**config.mk**
```make
export PLATFORM = sky130hd
export DESIGN_NAME = usb_addr_assign
export DESIGN_NICKNAME = d
export VERILOG_FILES = /design/src/rtl/usb_addr_pkg.sv /design/src/rtl/usb_pid_decode.sv /design/src/rtl/usb_setup_collect.sv /design/src/rtl/usb_addr_fsm.sv /design/src/rtl/usb_addr_assign.sv
export SDC_FILE = /design/constraint.sdc
export NUM_CORES = 1
export LEC_CHECK = 0
export BUFFER_PORTS_ARGS = -buffer_cell sky130_fd_sc_hd__buf_2
export CORE_MARGIN = 1.5
export CORE_UTILIZATION = 54
export DETAILED_ROUTE_END_ITERATION = 12
export PLACE_DENSITY_LB_ADDON = 0.08
export SLEW_MARGIN = 10
export SYNTH_ARGS = -nofsm -noshare
export SYNTH_HDL_FRONTEND = slang
export SYNTH_SLANG_ARGS = --single-unit
```
**constraint.sdc**
```tcl
create_clock -name clk -period 2 [get_ports clk]
set_input_delay 0.4 -clock clk [delete_from_list [all_inputs] [get_ports clk]]
set_output_delay 0.4 -clock clk [all_outputs]
set_load 0.01 [all_outputs]
```
**src/rtl/usb_addr_pkg.sv**
```systemverilog
package usb_addr_pkg;

  localparam int ADDR_W    = 7;
  localparam int ENDP_W    = 4;
  localparam int SETUP_LEN = 8;

  localparam logic [3:0] PT_SETUP = 4'b1101;
  localparam logic [3:0] PT_IN    = 4'b1001;
  localparam logic [3:0] PT_DATA0 = 4'b0011;
  localparam logic [3:0] PT_ACK   = 4'b0010;

  localparam logic [7:0] REQ_TYPE_STD_OUT = 8'h00;
  localparam logic [7:0] REQ_CODE_SETADDR = 8'h05;

  typedef enum logic [2:0] {
    ST_IDLE,
    ST_SETUP_TOK,
    ST_DATA_PID,
    ST_DATA,
    ST_STAT_IN,
    ST_STAT_TOK,
    ST_STAT_ACK
  } flow_state_e;

  function automatic logic pid_is_sane(input logic [7:0] p);
    return p[7:4] == ~p[3:0];
  endfunction

  function automatic logic is_addr_request(input logic [7:0] b0, input logic [7:0] b1);
    return (b0 == REQ_TYPE_STD_OUT) && (b1 == REQ_CODE_SETADDR);
  endfunction

endpackage

```
**src/rtl/usb_pid_decode.sv**
```systemverilog
module usb_pid_decode
  import usb_addr_pkg::*;
(
  input  logic       pid_vld,
  input  logic [7:0] pid,
  output logic       hit_setup,
  output logic       hit_in,
  output logic       hit_data0,
  output logic       hit_ack,
  output logic       hit_any
);

  logic sane;
  assign sane      = pid_vld && pid_is_sane(pid);
  assign hit_any   = sane;
  assign hit_setup = sane && (pid[3:0] == PT_SETUP);
  assign hit_in    = sane && (pid[3:0] == PT_IN);
  assign hit_data0 = sane && (pid[3:0] == PT_DATA0);
  assign hit_ack   = sane && (pid[3:0] == PT_ACK);

endmodule

```
**src/rtl/usb_setup_collect.sv**
```systemverilog
module usb_setup_collect
  import usb_addr_pkg::*;
#(
  parameter int LEN = SETUP_LEN,
  parameter int AW  = ADDR_W
) (
  input  logic          clk,
  input  logic          rst_n,
  input  logic          clear,
  input  logic          cap_en,
  input  logic          byte_vld,
  input  logic [7:0]    byte_in,
  output logic          len_exact,
  output logic          req_is_addr,
  output logic [AW-1:0] req_addr
);

  localparam int CW = $clog2(LEN + 2);
  localparam logic [CW-1:0] CNT_FULL = CW'(LEN);
  localparam logic [CW-1:0] CNT_OVER = CW'(LEN + 1);

  logic [CW-1:0] cnt_q;
  logic [7:0]    b0_q, b1_q;
  logic [AW-1:0] b2_q;
  logic          take;

  assign take = cap_en && byte_vld;

  always_ff @(posedge clk) begin
    if (!rst_n || clear) begin
      cnt_q <= '0;
      b0_q  <= '0;
      b1_q  <= '0;
      b2_q  <= '0;
    end else if (take) begin
      if (cnt_q != CNT_OVER) cnt_q <= cnt_q + 1'b1;
      if (cnt_q == CW'(0)) b0_q <= byte_in;
      if (cnt_q == CW'(1)) b1_q <= byte_in;
      if (cnt_q == CW'(2)) b2_q <= byte_in[AW-1:0];
    end
  end

  assign len_exact   = (cnt_q == CNT_FULL);
  assign req_is_addr = is_addr_request(b0_q, b1_q);
  assign req_addr    = b2_q;

endmodule

```
**src/rtl/usb_addr_fsm.sv**
```systemverilog
module usb_addr_fsm
  import usb_addr_pkg::*;
#(
  parameter int AW = ADDR_W,
  parameter int EW = ENDP_W
) (
  input  logic          clk,
  input  logic          rst_n,
  input  logic          hit_setup,
  input  logic          hit_in,
  input  logic          hit_data0,
  input  logic          hit_ack,
  input  logic          hit_any,
  input  logic          tok_vld,
  input  logic [AW-1:0] tok_addr,
  input  logic [EW-1:0] tok_endp,
  input  logic          eop,
  input  logic          crc_ok,
  input  logic          len_exact,
  input  logic          req_is_addr,
  input  logic [AW-1:0] req_addr,
  output logic          col_clear,
  output logic          col_en,
  output logic          setup_match_evt,
  output logic          data_good_evt,
  output logic          status_evt,
  output logic          commit_evt,
  output logic [AW-1:0] dev_addr,
  output logic          addr_valid,
  output logic          ack_req,
  output logic          status_req
);

  flow_state_e   st_q, st_d;
  logic [AW-1:0] pend_q;
  logic          tok_default;

  assign tok_default = tok_vld && (tok_addr == '0) && (tok_endp == '0);

  always_comb begin
    st_d            = st_q;
    setup_match_evt = 1'b0;
    data_good_evt   = 1'b0;
    status_evt      = 1'b0;
    commit_evt      = 1'b0;
    col_clear       = 1'b0;
    if (hit_setup && !addr_valid) begin
      st_d = ST_SETUP_TOK;
    end else begin
      unique case (st_q)
        ST_IDLE: st_d = ST_IDLE;
        ST_SETUP_TOK: begin
          if (tok_vld) begin
            if (tok_default) begin
              st_d            = ST_DATA_PID;
              setup_match_evt = 1'b1;
            end else begin
              st_d = ST_IDLE;
            end
          end else if (hit_any) begin
            st_d = ST_IDLE;
          end
        end
        ST_DATA_PID: begin
          if (hit_data0) begin
            st_d      = ST_DATA;
            col_clear = 1'b1;
          end else if (hit_any) begin
            st_d = ST_IDLE;
          end
        end
        ST_DATA: begin
          if (eop) begin
            if (crc_ok && len_exact) begin
              data_good_evt = 1'b1;
              st_d          = req_is_addr ? ST_STAT_IN : ST_IDLE;
            end else begin
              st_d = ST_IDLE;
            end
          end
        end
        ST_STAT_IN: begin
          if (hit_in) st_d = ST_STAT_TOK;
        end
        ST_STAT_TOK: begin
          if (tok_vld) begin
            if (tok_default) begin
              status_evt = 1'b1;
              st_d       = ST_STAT_ACK;
            end else begin
              st_d = ST_STAT_IN;
            end
          end
        end
        ST_STAT_ACK: begin
          if (hit_ack) begin
            commit_evt = 1'b1;
            st_d       = ST_IDLE;
          end else if (hit_any) begin
            st_d = ST_STAT_IN;
          end
        end
        default: st_d = ST_IDLE;
      endcase
    end
  end

  assign col_en = (st_q == ST_DATA);

  always_ff @(posedge clk) begin
    if (!rst_n) begin
      st_q       <= ST_IDLE;
      pend_q     <= '0;
      dev_addr   <= '0;
      addr_valid <= 1'b0;
      ack_req    <= 1'b0;
      status_req <= 1'b0;
    end else begin
      st_q       <= st_d;
      ack_req    <= data_good_evt;
      status_req <= status_evt;
      if (data_good_evt && req_is_addr) pend_q <= req_addr;
      if (commit_evt) begin
        dev_addr   <= pend_q;
        addr_valid <= (pend_q != '0);
      end
    end
  end

endmodule

```
**src/rtl/usb_addr_assign.sv**
```systemverilog
module usb_addr_assign
  import usb_addr_pkg::*;
(
  input  logic              clk,
  input  logic              rst_n,
  input  logic              rx_pid_vld,
  input  logic [7:0]        rx_pid,
  input  logic              rx_tok_vld,
  input  logic [ADDR_W-1:0] rx_tok_addr,
  input  logic [ENDP_W-1:0] rx_tok_endp,
  input  logic              rx_byte_vld,
  input  logic [7:0]        rx_byte,
  input  logic              rx_eop,
  input  logic              rx_crc_ok,
  output logic [ADDR_W-1:0] dev_addr,
  output logic              addr_valid,
  output logic              ack_req,
  output logic              status_req
);

  logic hit_setup, hit_in, hit_data0, hit_ack, hit_any;
  logic col_clear, col_en, len_exact, req_is_addr;
  logic [ADDR_W-1:0] req_addr;
  logic setup_match_evt, data_good_evt, status_evt, commit_evt;

  usb_pid_decode u_pid (
    .pid_vld   (rx_pid_vld),
    .pid       (rx_pid),
    .hit_setup (hit_setup),
    .hit_in    (hit_in),
    .hit_data0 (hit_data0),
    .hit_ack   (hit_ack),
    .hit_any   (hit_any)
  );

  usb_setup_collect #(.LEN(SETUP_LEN), .AW(ADDR_W)) u_col (
    .clk         (clk),
    .rst_n       (rst_n),
    .clear       (col_clear),
    .cap_en      (col_en),
    .byte_vld    (rx_byte_vld),
    .byte_in     (rx_byte),
    .len_exact   (len_exact),
    .req_is_addr (req_is_addr),
    .req_addr    (req_addr)
  );

  usb_addr_fsm #(.AW(ADDR_W), .EW(ENDP_W)) u_fsm (
    .clk             (clk),
    .rst_n           (rst_n),
    .hit_setup       (hit_setup),
    .hit_in          (hit_in),
    .hit_data0       (hit_data0),
    .hit_ack         (hit_ack),
    .hit_any         (hit_any),
    .tok_vld         (rx_tok_vld),
    .tok_addr        (rx_tok_addr),
    .tok_endp        (rx_tok_endp),
    .eop             (rx_eop),
    .crc_ok          (rx_crc_ok),
    .len_exact       (len_exact),
    .req_is_addr     (req_is_addr),
    .req_addr        (req_addr),
    .col_clear       (col_clear),
    .col_en          (col_en),
    .setup_match_evt (setup_match_evt),
    .data_good_evt   (data_good_evt),
    .status_evt      (status_evt),
    .commit_evt      (commit_evt),
    .dev_addr        (dev_addr),
    .addr_valid      (addr_valid),
    .ack_req         (ack_req),
    .status_req      (status_req)
  );

endmodule

```
# Word level (Yosys, flattened, before mapping)
# Index checks and enable logic that the tools add are counted.
dict set report totals {
  out_inout_bits 10
  word_cells 93
  inputBits 34
  ff_bits 47
}
dict set report op_classes {
  add_sub_neg 1
  n_bitwise 4
  n_reduce_logical 28
  muxes 25
  n_eq_ne 24
}
# op n
set op_table {}
lappend op_table {{$mux 3} 10}
lappend op_table {{$pmux 3 s6} 1}
lappend op_table {{$eq 4x2->1 const B} 3}
lappend op_table {{$eq 4x4->1 const B} 3}
lappend op_table {{$logic_and 1x1->1} 12}
lappend op_table {{$mux 1} 12}
lappend op_table {{$eq 3x3->1 const B} 3}
lappend op_table {{$ne 3x2->1 const B} 3}
lappend op_table {{$eq 8x3->1 const B} 1}
lappend op_table {{$logic_not 4->1} 2}
lappend op_table {{$logic_not 8->1} 1}
lappend op_table {{$reduce_and 2->1} 4}
lappend op_table {{$reduce_and 4->1} 2}
lappend op_table {{$logic_not 7->1} 1}
lappend op_table {{$reduce_bool 7->1} 1}
lappend op_table {{$eq 3x2->1 const B} 2}
lappend op_table {{$ne 2x2->1 const B} 3}
lappend op_table {{$add 4x1->4 const B} 1}
lappend op_table {{$eq 4x1->1 const B} 1}
lappend op_table {{$eq 4x4->1} 1}
lappend op_table {{$mux 2} 2}
lappend op_table {{$ne 4x3->1 const B} 1}
lappend op_table {{$ne 4x4->1 const B} 1}
lappend op_table {{$not 4->4} 1}
lappend op_table {{other kinds (7)} 10}

# Longest topological paths before layout
# Gate-level depths: netlist (run 1).
dict set report depth {
  word_depth 8
  ltp_mapped 8
  ltp_nobuf 7
}

# Cells and area by module
# From an unflattened synthesis (run 1), not the netlist that was laid out.
dict set report unflattened {
  cells_unflattened 250
  hier_area_um2 2249.7
}
# module n_inst cells_per_inst area_each_um2 seq_area_each_um2
set modules_own_cells {}
lappend modules_own_cells {usb_setup_collect 1 120 1164.9 540.5}
lappend modules_own_cells {usb_addr_fsm 1 115 958.4 400.4}
lappend modules_own_cells {usb_pid_decode 1 15 126.4 0.0}

# Least setup slack after synthesis (run 1)
# No wires, ideal clock.
dict set report synth_timing {
  path_kind {reg2reg}
  startpoint {register u_col.cnt_q[1]}
  endpoint {register u_col.cnt_q[3]}
  period_less_slack_ns 1.782
  path_stages_with_launch 8
  setup_time_ns 0.117
  path_buffers 1
  t_arrival_ns 1.664
  t_required_ns 1.883
  setup_slack_ns 0.218
  cell_sequence {dfxtp_1 > inv_1 > ha_1 > clkbuf_1 > a311oi_1 > nand4_1 > xor2_1 > nor2_1}
}
dict set report synth_between {
  elab_chain_cells 2
  word_cells_on_any_way 3
  cone_classes {1 x add/sub; 1 x eq/ne; 1 x reduce/logical}
}
# item line_no
set synth_lines {}
lappend synth_lines {{start, declared} usb_setup_collect.sv:22} ;# logic [CW-1:0] cnt_q;
lappend synth_lines {{start signal, assigned} usb_setup_collect.sv:36} ;# if (cnt_q != CNT_OVER) cnt_q <= cnt_q + 1'b1;
lappend synth_lines {{parallel branches: the longest is 2 deep, another holds $add 4x1->4} n/a}
# Parallel ways; which one is timed is not known.
# A chain may end at the register's enable or synchronous reset.

# Worst setup path in the final report (run 1)
dict set report layout_timing {
  startpoint {register u_fsm.st_q[1]}
  endpoint {register u_fsm.st_q[0]}
}
dict set report layout_between {
  elab_chain_cells 3
  word_cells_on_any_way 13
  cone_classes {10 x eq/ne; 2 x mux; 1 x reduce/logical}
}
# item line_no
set layout_lines {}
lappend layout_lines {{start, declared} usb_addr_fsm.sv:34} ;# flow_state_e st_q, st_d;
lappend layout_lines {{start signal, assigned} usb_addr_fsm.sv:119} ;# st_q <= st_d;
lappend layout_lines {{$eq 3x3->1 (tied with other cells)} usb_addr_fsm.sv:50} ;# unique case (st_q)
lappend layout_lines {{$ne 4x3->1 (no line) (tied with other cells)} n/a}
lappend layout_lines {{$reduce_and 4->1 (no line) or $mux 1 (tied branches)} n/a}
# Several ways; a longest one is shown, not always the timed one.

==> impl_metrics.py, run 1 <==
metrics = {
    "timing": {
        "finalCritPeriodShare": 0.879,
        "setup_viol": 0,
        "rsz0062_at_grt": "false",
        "finalClockSkew_ps": 11.7,
        "finalSetupTns_ps": 0,
        "holdWs_ps": 361,
        "fmax_ghz": 0.569,
        "finalHoldViolations": 0,
        "worstMarginPinSlew_ps": 472,
        "final_max_slew_viol_count": 0,
        "slew_headroom": 0.685,
        "period_minus_slack_ps": 1760,
    },
    "critical_path": {
        "crit_path_max_incr_delay_ps": 490,
        "crit_chain": "or3b_2 > nor2_1 > nand4_1 > and3_1 > o32ai_1",
        "crit_path_end_kind": "flip-flop",
        "crit_type": "flip-flop to flip-flop",
        "cpMaxStageDelayCell": "or3b_2",
        "critPathBufInv": 0,
        "cp_max_fo": 7,
        "reg2reg_from": "u_fsm.st_q[1]",
        "critical_path.top_delay_family": "simple AND/OR/NAND/NOR gates",
        "arrival_ps": 1970,
        "startpoint_type": "flip-flop",
        "cp_data_required_time_ps": 2220,
        "crit_start": "u_fsm.st_q[1]",
    },
    "pwr": {
        "power_density_nw_per_um2": 679,
        "cellLeakagePower_nw": 1.09,
        "ir_worst_vdd_uv": 476,
        "power_mw": 1.78,
    },
    "run": {
        "max_cap_viol_count": 0,
    },
    "finish": {
        "drive_above_1_share": 0.232,
        "post-route-util": 0.695,
        "final_nets": 343,
        "stdcell_count": 354,
        "multi_input_area_sq_um": 1160,
        "regArea_sq_um": 941,
        "n_antenna_cell": 0,
        "area_growth_pct": 20.1,
        "nFillCells": 308,
    },
    "placed_design": {
        "place_congestion": 0.951,
        "port_buffers": 43,
        "dp_hpwl_mm": 3.39,
        "post-place-cells": 346,
    },
    "synthesis": {
        "synth_fa_ha_area_frac": 0.0229,
        "synth_top_family_by_area": "simple AND/OR/NAND/NOR gates",
        "post-synth-top-count-cell": "dfxtp_1",
        "synth-simple-area-share": 0.288,
        "synth_nets": 293,
        "yosysTopAreaCellShare": 0.431,
        "synth_edf_count": 0,
        "synth.distinct_cells": 43,
        "synth_compound_area_frac": 0.124,
        "yosysSeqAreaShare": 0.431,
        "yosys-top-cells-area": "dfxtp_1 (43%), mux2i_1 (6.9%), a21oi_1 (6.2%)",
        "synthTopCellsByCount": "dfxtp_1 (47), nand2_1 (33), a21oi_1 (27), nor2_1 (27), nand3_1 (24)",
        "async_reset_ff_frac": 0,
        "synth_ff_type": "dfxtp_1",
        "syn_inst": 255,
        "yosysTopAreaCell": "dfxtp_1",
        "synth_xor_area_frac": 0.0281,
        "synth-warning-count": 0,
        "avgSynthCellArea_sq_um": 8.56,
        "synth_seq_cells": 47,
        "synth_area_sq_um": 2180,
        "synthMuxAreaShare": 0.0688,
    },
    "die": {
        "fp.dieW_um": 66.6,
        "pin_count": 44,
        "die_area_sq_um": 4430,
        "die_y_um": 66.6,
        "num_rows": 22,
        "core_sq_um": 3770,
        "start_util": 0.579,
    },
    "grt": {
        "grt_usage": 0.232,
        "grt_max_degree": 28,
        "antenna_found_initial": 0,
        "grt_pass1_wl_mm": 7.89,
        "grt_pass1_vias": 1752,
        "grt_overflow_total": 0,
    },
    "clocking": {
        "hold_buffers": 0,
        "cts_buffer_depth": 2,
        "cts_resized": 0,
        "clock_latency_ps": 300,
        "htreeDepth": 2,
        "path_clk_slew_ps": 90,
        "cts_made_buffers": 5,
        "cts_setup_buffers": 0,
        "tritoncts": "yes",
        "cts_root_buffer": "clkbuf_8",
        "clock_sinks": 47,
    },
    "run_status": {
        "outcome": "completed",
    },
    "drt": {
        "final_antenna_net_count": 0,
        "vias": 1939,
        "routed_wl_mm": 4.70,
        "post_drt_wl_per_cell_um": 13.3,
        "dr.pass1.iters": 5,
        "via_per_inst": 5.48,
        "drt_iter0_markers": 120,
        "drcViolationCount": 0,
    },
    "min_path": {
        "hp-class": "input pin to flip-flop",
        "worstHoldStart": "rx_byte[7]",
    },
}
## state kept, by name (all words and copies together), names as in the netlist, 3 cells and up
signal          cells
u_fsm.dev_addr      7
u_col.b0_q          8
u_col.req_addr      7
u_fsm.st_q          3
u_col.b1_q          8
u_fsm.pend_q        7
u_col.cnt_q         4
## worst min-delay path: stages
cell and delay, ps:
buf_2 100, nand3_1 50, a21oi_1 50
## placed cells by master (no fill, tap or decap), types with 2 or more instances in the layout
master    count
a21o_1        2
a21oi_1      27
a311oi_1      2
and2_1        3
and4_1        3
buf_2        43
buf_4        11
clkbuf_8      5
dfxtp_1      47
ha_1          4
inv_1         7
mux2i_1      15
nand2_1      33
nand3_1      24
nand3b_1      2
nand4_1       3
nor2_1       27
nor4_1        6
nor4b_1       3
o21ai_0       6
o32ai_1       2
xnor2_1       2
xor2_1        5
## layout make-up
| type | count | area share |
|---|---|---|
| clock buffer | 5 | 0.0262 |
| clock inverter | 3 | 0.0181 |
| inverter | 7 | 0.0100 |
| multi-input combinational | 189 | 0.443 |
| sequential | 47 | 0.359 |
| tap | 48 | 0.0229 |
| timing repair buffer | 55 | 0.121 |
## cells by family (layout without fill, tap and decap cells)
family | count (synthesis) | after routing
AND/OR/NAND/NOR | 119 | 119
flip-flops | 47 | 47
AO/OA/AOI/OAI | 44 | 44
buffers and inverters | 19 | 70
multiplexers | 15 | 15
XOR/XNOR | 7 | 7
adder cells (fa/ha/maj) | 4 | 4
## metrics by stage
step	setup slack (ps)	area (sq um)
2_1_floorplan	218	2180
3_3_place_gp	157	2510
3_5_place_dp	109	2510
4_1_cts	260	2620
5_1_grt	137	2620
6_report	242	2620
## path summary, 6_finish.rpt
kind	to	slack [ps]	cells past startpoint
worst max-delay path	u_fsm.st_q[0]	240	5
worst min-delay path	u_col.b1_q[7]	360	3
worst max register to register	u_fsm.st_q[0]	240	5
worst min register to register	u_col.b1_q[0]	460	2
## routing by layer
layer | track usage | wire, um
met2 | 0.385 | 2210
met4 | 0.0969 | 33
met3 | 0.0541 | 202
met5 | 0 | 0
met1 | 0.289 | 2260
## report_power, final
group | switching, mW | internal [mW]
combinational | 0.0688 | 0.0529
clock | 0.338 | 0.379
sequential | 0.00315 | 0.937
No activity file was read; power rests on OpenSTA's default activity.
==> run 2: changes to the inputs <==
CORE_UTILIZATION = 56   (was 54)
CTS_BUF_LIST = sky130_fd_sc_hd__clkbuf_2 sky130_fd_sc_hd__clkbuf_4 sky130_fd_sc_hd__clkbuf_8   (was not set)
==> run 2 against run 1 <==
Net effect:
- combinational power barely moved
- worst setup slack got worse by 36 ps
- first-iteration DRC count grew 7.5%
- maximum frequency decreased by 2.0%
- final cell count increased by 0.28%
==> impl_metrics.py, run 2 (same netlist as run 1, synthesis figures left out) <==
metrics = {
    "run_status": {
        "outcome": "completed",
    },
    "run": {
        "max_cap_viol_count": 0,
    },
    "drt": {
        "drcViolationCount": 0,
        "dr.pass1.iters": 4,
        "routed_wl_mm": 4.61,
        "via_per_inst": 5.53,
        "final_antenna_net_count": 0,
        "drt_iter0_markers": 129,
        "vias": 1962,
        "post_drt_wl_per_cell_um": 13.0,
    },
    "timing": {
        "fmax_ghz": 0.557,
        "finalHoldViolations": 0,
        "setup_viol": 0,
        "finalCritPeriodShare": 0.897,
        "finalSetupTns_ps": 0,
        "final_max_slew_viol_count": 0,
        "worstMarginPinSlew_ps": 509,
        "slew_headroom": 0.658,
        "rsz0062_at_grt": "false",
        "period_minus_slack_ps": 1790,
        "finalClockSkew_ps": 10.4,
    },
    "grt": {
        "grt_overflow_total": 0,
        "antenna_found_initial": 0,
        "grt_pass1_wl_mm": 7.84,
        "grt_pass1_vias": 1819,
        "grt_max_degree": 28,
        "grt_usage": 0.239,
    },
    "pwr": {
        "cellLeakagePower_nw": 1.10,
        "ir_worst_vdd_uv": 660,
        "power_density_nw_per_um2": 708,
    },
    "critical_path": {
        "crit_path_max_incr_delay_ps": 480,
        "rrSetupSlack_ps": 210,
        "crit_chain": "or3b_2 > nor2_1 > nand4_1 > and3_1 > o32ai_1",
        "crit_type": "flip-flop to flip-flop",
        "startpoint_type": "flip-flop",
        "cp_data_required_time_ps": 2200,
        "arrival_ps": 2000,
        "cp_max_fo": 7,
        "cpMaxStageDelayCell": "or3b_2",
        "crit_path_end_kind": "flip-flop",
    },
    "finish": {
        "n_antenna_cell": 0,
        "area_growth_pct": 21.4,
        "final_common_cell": "dfxtp_1",
        "final_nets": 344,
        "nFillCells": 323,
        "final_cell_mix": "dfxtp_1 (47), buf_2 (43), nand2_1 (33), nor2_1 (27), a21oi_1 (27)",
        "reg_top3": "u_col.b0_q x8, u_col.b1_q x8",
        "stdcell_count": 355,
        "drive_above_1_share": 0.235,
    },
    "clocking": {
        "path_clk_slew_ps": 80,
        "cts_root_buffer": "clkbuf_8",
        "tritoncts": "yes",
        "clock_sinks": 47,
        "cts_made_buffers": 5,
        "cts_buffer_depth": 2,
        "clock_latency_ps": 300,
        "cts_setup_buffers": 0,
        "hold_buffers": 0,
        "htreeDepth": 2,
        "cts_resized": 0,
    },
    "die": {
        "die_area_sq_um": 4280,
        "pin_count": 44,
        "die_y_um": 65.4,
        "start_util": 0.588,
        "num_rows": 22,
        "fp.dieW_um": 65.4,
        "core_sq_um": 3720,
    },
    "placed_design": {
        "dp_hpwl_mm": 3.47,
        "post-place-cells": 347,
        "port_buffers": 43,
        "place_congestion": 0.926,
    },
    "min_path": {
        "hp-class": "input pin to flip-flop",
    },
}
run 2: changes by cell type in the layout (fill, tap and decap cells not counted), sizes merged:
cell,previous run,this run
buf,55,56
clkinvlp,0,1
clkinv,1,0
bufinv,1,2
inv,8,7
run 2: layout make-up:
class,instances,area [sq um],share of cell area
tap,48,60.1,0.0227
timing repair buffer,56,325,0.123
sequential,47,941,0.355
multi-input combinational,189,1160,0.438
clock buffer,5,68.8,0.0260
inverter,7,26.3,0.00992
clock inverter,3,67.6,0.0255
run 2: layer usage:
metal / global-route usage / vias to the layer above / wire length, um
li1: - / 1004 / -
met2: 0.403 / 53 / 2230
met1: 0.289 / 901 / 2050
met3: 0.0736 / 4 / 280
met5: 0 / - / 0
met4: 0.0807 / 0 / 47
run 2: where the power goes:
part | internal (mW) | total (mW) | switching, mW
clock network | 0.498 | 0.813 | 0.315
logic | 0.0541 | 0.119 | 0.0649
registers | 0.937 | 0.943 | 0.00615
run 2: worst max-delay path: cells and delay by family (launching register included):
kind	cells	cell delay [ps]
compound gates	1	270
flops	1	430
simple gates	4	1000
run 2: through the flow:
stage	cell area, sq um	worst slack [ps]	total power [mW]	utilization	hold slack [ps]
floorplan	2180	218	1.02	-	432
finish	2650	206	1.88	0.713	369
detailed placement	2510	84.5	1.08	0.676	450
global placement	2510	162	1.08	0.676	443
CTS	2650	225	1.89	0.713	354
global route	2650	67.7	1.95	0.713	361
run 2: final timing paths:
| check | from | to | cells after the start |
|---|---|---|---|
| hold / removal | rx_byte[7] | u_col.b0_q[7] | 3 |
| hold reg to reg | u_col.b0_q[3] | u_col.b0_q[3] | 2 |
| setup / recovery | u_fsm.st_q[1] | u_fsm.st_q[0] | 5 |
| setup reg to reg | u_fsm.st_q[1] | u_fsm.st_q[0] | 5 |
